===== src/rtl/sta_addr_loader_pkg.sv =====
package sta_addr_loader_pkg;

  // Widest byte index the strobe bundle can carry.
  localparam int STROBE_IDX_W = 8;

  // Control to datapath strobes, one cycle each.
  typedef struct packed {
    logic                    foldEn;   // promData holds a requested byte
    logic [STROBE_IDX_W-1:0] foldIdx;  // which byte of the sequence it is
    logic                    finish;   // this fold is the last one
  } loadStrobe_t;

  typedef enum logic [1:0] {
    ST_IDLE  = 2'd0,
    ST_ISSUE = 2'd1,
    ST_DRAIN = 2'd2,
    ST_DONE  = 2'd3
  } loadState_t;

endpackage


===== src/rtl/sta_bit_mirror.sv =====
module sta_bit_mirror #(
  parameter int WIDTH = 8
) (
  input  logic [WIDTH-1:0] dataIn,
  output logic [WIDTH-1:0] dataOut
);

  for (genvar b = 0; b < WIDTH; b++) begin : gMirror
    assign dataOut[b] = dataIn[WIDTH-1-b];
  end

endmodule


===== src/rtl/sta_load_ctrl.sv =====
module sta_load_ctrl
  import sta_addr_loader_pkg::*;
#(
  parameter int BYTE_COUNT = 8,
  parameter int STRIDE     = 16,
  parameter int PROM_AW    = 7
) (
  input  logic               clk,
  input  logic               rstN,
  output logic               promRd,
  output logic [PROM_AW-1:0] promAddr,
  output loadStrobe_t        strobe
);

  localparam int IDX_W = (BYTE_COUNT > 1) ? $clog2(BYTE_COUNT) : 1;
  localparam logic [IDX_W-1:0] LAST_IDX = IDX_W'(BYTE_COUNT - 1);

  loadState_t stateQ, stateD;
  logic [IDX_W-1:0] rdIdxQ;
  logic [IDX_W-1:0] foldIdxQ;
  logic             foldPendQ;

  always_comb begin
    stateD = stateQ;
    unique case (stateQ)
      ST_IDLE:  stateD = ST_ISSUE;
      ST_ISSUE: if (rdIdxQ == LAST_IDX) stateD = ST_DRAIN;
      ST_DRAIN: stateD = ST_DONE;
      ST_DONE:  stateD = ST_DONE;
      default:  stateD = ST_IDLE;
    endcase
  end

  always_ff @(posedge clk or negedge rstN) begin
    if (!rstN) begin
      stateQ <= ST_IDLE;
      rdIdxQ <= '0;
    end else begin
      stateQ <= stateD;
      if (stateQ == ST_ISSUE && rdIdxQ != LAST_IDX) rdIdxQ <= rdIdxQ + 1'b1;
    end
  end

  // Track the request in flight: its byte arrives one cycle later.
  always_ff @(posedge clk or negedge rstN) begin
    if (!rstN) begin
      foldPendQ <= 1'b0;
      foldIdxQ  <= '0;
    end else begin
      foldPendQ <= (stateQ == ST_ISSUE);
      foldIdxQ  <= rdIdxQ;
    end
  end

  assign promRd   = (stateQ == ST_ISSUE);
  assign promAddr = PROM_AW'(int'(rdIdxQ) * STRIDE);

  assign strobe.foldEn  = foldPendQ;
  assign strobe.foldIdx = STROBE_IDX_W'(foldIdxQ);
  assign strobe.finish  = foldPendQ && (foldIdxQ == LAST_IDX);

endmodule


===== src/rtl/sta_load_datapath.sv =====
module sta_load_datapath
  import sta_addr_loader_pkg::*;
#(
  parameter int ADDR_BYTES = 6,
  parameter int GOOD_SUM   = 8'hFF
) (
  input  logic                    clk,
  input  logic                    rstN,
  input  logic [7:0]              promData,
  input  loadStrobe_t             strobe,
  output logic [8*ADDR_BYTES-1:0] stationAddr,
  output logic                    loadDone,
  output logic                    addrValid
);

  logic [7:0] mirrored;
  logic [7:0] sumQ;
  logic [7:0] sumNext;
  logic       doneQ;
  logic       validQ;
  logic [7:0] octetQ [ADDR_BYTES];
  logic [8*ADDR_BYTES-1:0] packedAddr;

  sta_bit_mirror #(.WIDTH(8)) uMirror (
    .dataIn  (promData),
    .dataOut (mirrored)
  );

  assign sumNext = sumQ ^ mirrored;

  always_ff @(posedge clk or negedge rstN) begin
    if (!rstN) begin
      sumQ   <= '0;
      doneQ  <= 1'b0;
      validQ <= 1'b0;
    end else if (strobe.foldEn) begin
      sumQ <= sumNext;
      if (strobe.finish) begin
        doneQ  <= 1'b1;
        validQ <= (sumNext == 8'(GOOD_SUM));
      end
    end
  end

  // One capture register per address octet; byte 0 is most significant.
  for (genvar g = 0; g < ADDR_BYTES; g++) begin : gOctet
    always_ff @(posedge clk or negedge rstN) begin
      if (!rstN) octetQ[g] <= '0;
      else if (strobe.foldEn && strobe.foldIdx == STROBE_IDX_W'(g)) octetQ[g] <= mirrored;
    end
    assign packedAddr[8*(ADDR_BYTES-g)-1 -: 8] = octetQ[g];
  end

  assign stationAddr = (doneQ && validQ) ? packedAddr : '0;
  assign loadDone    = doneQ;
  assign addrValid   = doneQ && validQ;

endmodule


===== src/rtl/sta_addr_loader.sv =====
module sta_addr_loader
  import sta_addr_loader_pkg::*;
#(
  parameter int BYTE_COUNT = 8,
  parameter int ADDR_BYTES = 6,
  parameter int STRIDE     = 16,
  localparam int PROM_AW   = $clog2(BYTE_COUNT * STRIDE),
  localparam int MAC_W     = 8 * ADDR_BYTES
) (
  input  logic               clk,
  input  logic               rstN,
  output logic               promRd,
  output logic [PROM_AW-1:0] promAddr,
  input  logic [7:0]         promData,
  output logic [MAC_W-1:0]   stationAddr,
  output logic               loadDone,
  output logic               addrValid
);

  loadStrobe_t strobe;

  sta_load_ctrl #(
    .BYTE_COUNT (BYTE_COUNT),
    .STRIDE     (STRIDE),
    .PROM_AW    (PROM_AW)
  ) uCtrl (
    .clk      (clk),
    .rstN     (rstN),
    .promRd   (promRd),
    .promAddr (promAddr),
    .strobe   (strobe)
  );

  sta_load_datapath #(
    .ADDR_BYTES (ADDR_BYTES),
    .GOOD_SUM   (8'hFF)
  ) uPath (
    .clk         (clk),
    .rstN        (rstN),
    .promData    (promData),
    .strobe      (strobe),
    .stationAddr (stationAddr),
    .loadDone    (loadDone),
    .addrValid   (addrValid)
  );

endmodule


===== config.mk =====
export PLATFORM = sky130hd
export DESIGN_NAME = sta_addr_loader
export DESIGN_NICKNAME = d
export VERILOG_FILES = /design/src/rtl/sta_addr_loader_pkg.sv /design/src/rtl/sta_bit_mirror.sv /design/src/rtl/sta_load_ctrl.sv /design/src/rtl/sta_load_datapath.sv /design/src/rtl/sta_addr_loader.sv
export SDC_FILE = /design/constraint.sdc
export NUM_CORES = 1
export LEC_CHECK = 0
export BUFFER_PORTS_ARGS = -buffer_cell sky130_fd_sc_hd__buf_2
export CAP_MARGIN = 20
export CORE_MARGIN = 2
export CORE_UTILIZATION = 45
export DETAILED_ROUTE_END_ITERATION = 8
export PLACE_DENSITY = 0.64
export RECOVER_POWER = 50
export SLEW_MARGIN = 20
export SYNTH_ARGS = -nofsm -noshare
export SYNTH_HDL_FRONTEND = slang
export SYNTH_SLANG_ARGS = --single-unit

===== constraint.sdc =====
create_clock -name clk -period 2 [get_ports clk]
set_clock_uncertainty 0.2 [all_clocks]
set_input_delay 0.1 -clock clk [delete_from_list [all_inputs] [get_ports clk]]
set_output_delay 0.1 -clock clk [all_outputs]
set_load 0.05 [all_outputs]

Word level (Yosys, flattened, before mapping)
Cells that the tools add are included.
- reduce and logical (&&, ||, !) cells: 13
- $add $sub $neg: 1
- muxes and demuxes: 3
- equal/unequal tests: 13
- bitwise operators: 1
- operators with widths (kind ; count):
    48-bit 2-to-1 mux ; 1
    3-bit equality test (second input constant) ; 4
    1-bit logical AND ; 9
    8-bit equality test (second input constant) ; 1
    8-bit zero test ; 1
    8-bit XOR ; 1
    3-bit by 2-bit equality test with 1-bit output (second input constant) ; 2
    2-bit one-hot mux with 3 select lines ; 1
    2-bit equality test (second input constant) ; 2
    3-bit by 1-bit adder with 3-bit output (second input constant) ; 1
    3-bit by 1-bit equality test with 1-bit output (second input constant) ; 1
    3-bit inequality test (second input constant) ; 1
    2-bit by 1-bit equality test with 1-bit output (second input constant) ; 1
    2-bit zero test ; 1
    2-bit 2-to-1 mux ; 1
    2-bit by 1-bit inequality test with 1-bit output (second input constant) ; 1
    2-bit AND reduction ; 1
    2-bit OR reduction ; 1
- output and inout port bits: 58
- register bits: 67

Longest topological paths before layout
Gate-level depths: netlist of the first run.
- depth in word-level cells: 3
- depth in mapped cells: 4
- gate-level depth less buffers: 4

Hierarchy
A second synthesis of the first run with hierarchy kept.
- cell total of the unflattened synthesis: 257
- area, all modules: 3186.8 um2
- modules (own cells, without submodules) (module ; area an instance (um2) ; instances ; cells an instance ; seq. area each (um2)):
    sta_load_datapath ; 2717.6 ; 1 ; 219 ; 1451.4
    sta_load_ctrl ; 409.1 ; 1 ; 30 ; 225.2
    sta_bit_mirror ; 60.1 ; 1 ; 8 ; 0.0

Least setup slack after synthesis of the first run
Ideal clock, no wire load.
- path kind: flip-flop to flip-flop
- start point: register uCtrl.stateQ[1]
- end point: register uCtrl.rdIdxQ[1]
- data arrival time: 1815 ps
- stages on the path, launching flop included: 4
- setup time: 125 ps
- buffers on the path: 0
- setup slack: -140 ps
- cells stage by stage: dfrtp_1 > nor2b_1 > nor2b_1 > mux2_2
- cells in the longest elaborated chain, start to end: 2
- RTL lines (element ; line ; text):
    start, declared ; sta_load_ctrl.sv:18 ; loadState_t stateQ, stateD;
    start signal, assigned ; sta_load_ctrl.sv:39 ; stateQ <= stateD;
    2-bit by 1-bit equality test with 1-bit output ; -- ;
    named net promRd ; sta_addr_loader.sv:12 ; output logic promRd,
    1-bit logical AND ; sta_load_ctrl.sv:40 ; if (stateQ == ST_ISSUE && rdIdxQ != LAST_IDX) rdIdxQ <= rdIdxQ + 1'b1;
    end signal, assigned ; sta_load_ctrl.sv:40 ;
    end, declared ; sta_load_ctrl.sv:19 ; logic [IDX_W-1:0] rdIdxQ;
The timed path passes the listed nets, and every way through them passes these cells.
A chain may end at the register's enable or synchronous reset.

Worst setup path after layout of the first run
- start point: register uPath.validQ
- end point: output port stationAddr[25]
- cells in the longest elaborated chain, start to end: 2
- RTL lines (element ; line ; text):
    start, declared ; sta_load_datapath.sv:20 ; logic validQ;
    start signal, assigned ; sta_load_datapath.sv:40 ; validQ <= (sumNext == 8'(GOOD_SUM));
    1-bit logical AND ; sta_load_datapath.sv:54 ; assign stationAddr = (doneQ && validQ) ? packedAddr : '0;
    48-bit 2-to-1 mux ; sta_load_datapath.sv:54 ;
    end, declared ; sta_addr_loader.sv:15 ; output logic [MAC_W-1:0] stationAddr,
No other way between the ends.

==> results of run 1 <==
[layout make-up]
class | count | area (um^2) | share of cell area [%]
Tap cell | 77 | 96.3 | 2.60
Multi-Input combinational cell | 148 | 1270 | 34.2
Clock buffer | 11 | 141 | 3.82
Sequential cell | 67 | 1680 | 45.3
Clock inverter | 5 | 52.6 | 1.42
Timing Repair Buffer | 80 | 469 | 12.7
[worst max-delay path, stage by stage, from the launching register on]
cell     delay, ns
dfrtp_1       0.52
buf_12        0.22
and3_1        0.19
buf_2         0.26
[logic make-up after synthesis]
logic type,Yosys count
AOI/OAI and AO/OA,2
xor gates and xnor gates,17
adders and majority gates,2
buffers and inverters,17
DFF,67
muxes,50
other,1
and+or+nand+nor,73
[registers in the layout (all words and copies together), names as in the netlist]
name	flops
uPath.sumQ	8
uPath.octetQ	48
uPath.loadDone	1
uPath.validQ	1
uCtrl.foldIdxQ	3
uCtrl.stateQ	2
uCtrl.rdIdxQ	3
uCtrl.foldPendQ	1
[cells in the final DEF (no fill, tap or decap), drive strengths merged]
cell type    instances
a21o                 1
and2                 1
and3                48
buf                 64
bufinv               1
clkbuf              18
clkinv               3
clkinvlp             1
conb                 4
dfrtp               67
dlygate4sd3          9
ha                   2
mux2                50
nand2               11
nand2b               2
nand4                3
nand4b               2
nor2b                2
nor3                 2
nor3b                2
o31ai                1
xnor2                8
xor2                 9
[worst paths after layout]
check / startpoint / to / slack [ns] / cells after the start
worst max-delay path: uPath.validQ / stationAddr[25] / 0.16 / 3
worst min-delay path: uCtrl.rdIdxQ[2] / uCtrl.foldIdxQ[2] / 0.22 / 0
worst max register to register: uCtrl.rdIdxQ[0] / uCtrl.rdIdxQ[2] / 0.22 / 4
worst min register to register: uCtrl.rdIdxQ[2] / uCtrl.foldIdxQ[2] / 0.22 / 0
max in group asynchronous: rstN / uPath.octetQ[46] / 0.70 / 3
min in group asynchronous: rstN / uCtrl.stateQ[0] / 0.32 / 3
[per-layer routing]
metal | vias up | GRT usage, %
met3 | 7 | 5.29
li1 | 961 | -
met4 | 0 | 5.19
met1 | 966 | 26.6
met5 | - | 0
met2 | 41 | 27.3
[per-stage QoR]
stage	hold slack [ns]	total power (uW)	std cells
2_1_floorplan	-0.396	1780	232
3_5_place_dp	-0.0527	1890	363
3_3_place_gp	-0.0529	1880	363
4_1_cts	0.124	3010	388
6_report	0.221	2980	388
5_1_grt	0.261	3120	388
[where the power goes]
group	total (uW)	internal (uW)	switching (uW)
clock	1110	604	504
combinational	319	143	176
sequential	1550	1470	81.0
total	2980	2220	761
==> qor.csv, run 1 <==
metric;value;unit
Worst-path clk slew;0.07;ns
area leader, netlist;dfrtp_1;
1st-iter DRT viols;127;
unrepaired setup endpoints after global routing;false;
Die Area;0.00737;mm^2
post-CTS sizing;0;
pwr/cell area;805;mW/mm^2
sequential-to-total area share from yosys stat;55.6;%
worst skew pair latency;0.33;ns
Longest Clk Path Bufs;2;
Worst Hold Class;reg -> reg;
layout cell share with drive strength beyond 1;44.4;%
antenna viol nets, final;0;
min Tclk post-route;1.84;ns
Setup Buffers After CTS;0;
Die Y;85.9;um
detailed-placement wirelength estimate;3.93;mm
GRT Util Overall;18.4;%
Distinct cells, synth;21;
I/O pin cnt;68;
flops & latches, synth;67;
post-route setup slack;0.162;ns
Crit path required time;1.70;ns
Metal-1 WL;2.95;mm
CTS buffer count;9;
Post-Syn Area;0.00302;mm^2
Core Footprint;0.00642;mm^2
TritonCTS clock tree;yes;
first-pass GRT wire length;10.1;mm
Max-cap violations;0;
Arr. time, crit path;1.54;ns
drt first pass iters;8;
IR drop worst, VDD;0.456;mV
pin count of the biggest net entering global routing;68;
WL final;6.20;mm
WL/cell;16.0;um
Initial Util;47.0;%
LEAKAGE;0.00188;uW
WS Path Type;reg -> out;
number of global-route vias before repair;1903;
# diodes;0;
Placement Cell Area;0.00344;mm^2
max frequency;544;MHz
die width;85.9;um
Final Slew Violations;0;
ys async rst share;100;%
Hold Fails Final Rpt;0;
Fillers;562;
post-synthesis compound-gate area fraction;0.498;%
final setup TNS;0;ns
failing checks;design-rule violations;
Synth Area in Simple Gates;16.5;%
status;complete, but fails checks;
final core utilization;57.6;%
synthesized instance count;229;
initial antenna violation count;0;
CP Launch Type;flip-flop;
area share of xor/xnor cells in the synthesized design;4.94;%
GP Congestion;0.756;
row count;29;
Tcrit/Tclk final;91.9;%
Met3 Wirelength;266;um
final setup fails;0;
largest family of logic cells by synthesized area;multiplexers;
PortBufs;63;
vias per cell;5.09;
share of the synthesized area in the top cell type;55.6;%
yosys warns;0;
mux contribution to synthesized area;18.7;%
ranking of synthesized cells by instance count;67 x dfrtp_1, 50 x mux2_2, 48 x and3_1;
vias;1975;
uppermost layer routed;met4;
Clock Sinks;67;
Nets;318;
prevailing post-synth register cell;dfrtp_1;
worst-margin pin slew;0.890;ns
relative slew slack;40.7;%
number of remaining DRC errors;7;
adder-cell area share of the yosys netlist;0.830;%
Mean Syn Cell Area;13.2;um^2
Post-synth EDFFs;0;
crit end category;primary output;
GRT Residual Overflow;0;
most frequent cell after synthesis;dfrtp_1;
largest cells by area after synthesis;dfrtp_1 56%, mux2_2 19%, and3_1 10%;
Root Buffer;clkbuf_8;
critical path fanouts, max;41;
Design Area, Final;0.00370;mm^2
WL met2;2.92;mm
Area Growth Syn to Fin;22.7;%
H-Tree Depth;3;
DP Worst Slack;0.222;ns
cts hold-fix bufs;9;
Power figures use the tool's default switching activity.
==> inputs of run 2 (changes only) <==
ABC_AREA = 1   (was not set)
SKIP_LAST_GASP = 1   (was not set)
==> qor.csv, run 2 <==
metric;value;unit;change
status;finished clean;;
Area Growth Syn to Fin;20.8;%;
final setup TNS;0;ns;unchanged
sw frac;25.4;%;-0.18 points
WL final;6.34;mm;+2.2%
Int Power;2080;uW;-6.3%
max frequency;581;MHz;+6.7%
unrepaired setup endpoints after global routing;false;;
clock power share;36.6;%;-0.6 points
largest cells by area after synthesis;dfrtp_1 57%, nand2_1 11%, inv_1 8.1%;;
1st-iter DRT viols;134;;+5.5%
largest registers;uPath.octetQ x48, uPath.sumQ x8;;
hold slack;0.254;ns;+0.0333 ns
first-pass GRT wire length;10.8;mm;+7.2%
Setup Buffers After CTS;0;;unchanged
final setup fails;0;;unchanged
ys async rst share;100;%;unchanged
Clock Sinks;67;;unchanged
commonest non-fill, non-tap cell in the layout;nand2_1;;
CP top delay family;buffers and inverters;;
synthesized instance count;365;;+59%
Sequential Power Share;53.8;%;+1.7 points
Crit path required time;1.70;ns;about the same
Post-synth EDFFs;0;;unchanged
worst-margin pin slew;0.898;ns;+0.00766 ns
Core Footprint;0.00635;mm^2;-1.1%
Worst-path clk slew;0.07;ns;about the same
LEAKAGE;0.00211;uW;+12%
Initial Util;46.6;%;-0.35 points
net switching power;707;uW;-7.2%
IR drop worst, VDD;0.453;mV;-0.78%
flops & latches, synth;67;;unchanged
min Tclk post-route;1.72;ns;-0.115 ns
H-Tree Depth;3;;unchanged
I/O pin cnt;68;;unchanged
Worst Path Buf+Inv;2;;unchanged
# diodes;0;;unchanged
crit-path max cell delay;0.40;ns;-0.12 ns
yosys warns;0;;unchanged
Longest Clk Path Bufs;2;;unchanged
Tcrit/Tclk final;86.1;%;-5.8 points
Final Slew Violations;0;;unchanged
vias;2367;;+20%
layout cell share with drive strength beyond 1;17.4;%;-27 points
vias per cell;4.56;;-10%
antenna viol nets, final;0;;unchanged
Critical-path top delay cell;dfrtp_1;;
GRT Residual Overflow;0;;unchanged
TritonCTS clock tree;yes;;
commonest non-fill, non-tap cells in the layout;88 x nand2_1, 67 x dfrtp_1, 64 x inv_1, 55 x nor2_1, 54 x buf_2;;
ranking of synthesized cells by instance count;87 x nand2_1, 67 x dfrtp_1, 64 x inv_1;;
Biggest register;uPath.octetQ;;
CP Launch Type;flip-flop;;
number of global-route vias before repair;2261;;+19%
critical path fanouts, max;30;;-27%
crit end category;primary output;;
Post-Syn Area;0.00296;mm^2;-1.9%
Hold Fails Final Rpt;0;;unchanged
Die Y;85.1;um;-0.89%
max FFs per register;48;;unchanged
GRT Util Overall;19.5;%;+1.1 points
GP Congestion;0.766;;+1.4%
Root Buffer;clkbuf_8;;
pwr/cell area;779;mW/mm^2;-3.2%
area leader, netlist;dfrtp_1;;
cts hold-fix bufs;9;;unchanged
post-CTS sizing;0;;unchanged
DP Worst Slack;0.322;ns;+0.0992 ns
CTS buffer count;9;;unchanged
WL/cell;12.2;um;-24%
Arr. time, crit path;1.42;ns;-0.12 ns
Worst Hold Class;reg -> reg;;
detailed-placement wirelength estimate;4.28;mm;+8.8%
relative slew slack;40.1;%;-0.51 points
Distinct cells, synth;21;;unchanged
row count;29;;unchanged
post-route setup slack;0.278;ns;+0.115 ns
number of remaining DRC errors;0;;-7
WS Path Type;reg -> out;;
sequential-to-total area share from yosys stat;56.6;%;+1.1 points
drt first pass iters;6;;-2
prevailing post-synth register cell;dfrtp_1;;
total power;2790;uW;-6.5%
Die Area;0.00724;mm^2;-1.8%
Nets;450;;+42%
pin count of the biggest net entering global routing;68;;unchanged
Logic pwr share;9.6;%;-1.1 points
Max-cap violations;0;;unchanged
initial antenna violation count;0;;unchanged
worst skew pair latency;0.33;ns;about the same
most frequent cell after synthesis;nand2_1;;
die width;85.1;um;-0.89%
share of the synthesized area in the top cell type;56.6;%;+1.1 points
Mean Syn Cell Area;8.11;um^2;-38%
CP cell instances;nand2_1, buf_4, nor2_1, buf_2;;
PortBufs;63;;unchanged
run 2: cell count changes after synthesis, sizes merged, moves of 6 or more:
cell	before	now
mux2	50	0
and3	48	0
nand2	11	88
o21ai	0	57
clkbuf	10	4
inv	0	66
nor2	0	56
xor2	9	0
run 2: path summary, 6_finish.rpt:
path / from / to / slack (ns) / cells past startpoint
setup reg to reg: uCtrl.foldPendQ / uPath.octetQ[39] / 0.31 / 5
hold / removal: uCtrl.rdIdxQ[2] / uCtrl.foldIdxQ[2] / 0.25 / 0
max in group asynchronous: rstN / uPath.octetQ[34] / 0.69 / 3
hold reg to reg: uCtrl.rdIdxQ[2] / uCtrl.foldIdxQ[2] / 0.25 / 0
min in group asynchronous: rstN / uCtrl.stateQ[0] / 0.34 / 3
setup / recovery: uPath.loadDone / stationAddr[21] / 0.28 / 4
run 2: cells by family after synthesis:
group / Yosys count / share of synthesized area, %
DFF: 67 / 56.6
adders and majority gates: 2 / 0.845
buffers and inverters: 83 / 11.3
other: 1 / 0.127
xor gates and xnor gates: 4 / 1.18
AOI/OAI and AO/OA: 58 / 9.89
and+or+nand+nor: 150 / 20.0
run 2: metrics by stage:
stage	util (%)	std cells	cell area, um^2
after floorplan	-	368	2970
after global placement	52.5	495	3330
after detailed placement	52.5	495	3330
after CTS	56.7	519	3600
after global routing	56.3	519	3580
final	56.3	519	3580
run 2: layer usage:
| metal | GRT usage (%) | share of wire [%] | up-vias |
|---|---|---|---|
| met1 | 26.0 | 46 | 1075 |
| met2 | 31.5 | 47 | 56 |
| met4 | 6.49 | 1.2 | 0 |
| met5 | 0 | 0 | - |
| met3 | 4.67 | 5.6 | 5 |
| li1 | - | - | 1231 |
run 2: worst register-to-register path, stage by stage (launching register included):
cell and delay [ns]:
dfrtp_1 0.55, inv_2 0.14, nor2_4 0.15, nand2_1 0.31, nand2_1 0.15, o21ai_1 0.07
run 2: power by group through the flow:
stage	clock (uW)	combinational [uW]	sequential, uW
6_report	1020	267	1500
5_1_grt	1110	314	1510
4_1_cts	1040	276	1500
3_5_place_dp	0	264	1520
3_3_place_gp	0	258	1520
2_1_floorplan	0	185	1510
run 2: layout make-up:
cell class / count / area (um^2)
Multi-Input combinational cell: 218 / 957
Timing Repair Buffer: 75 / 417
Sequential cell: 67 / 1680
Tap cell: 77 / 96.3
Fill cell: 632 / 2770
Clock buffer: 13 / 169
Inverter: 67 / 251
Clock inverter: 2 / 10.0
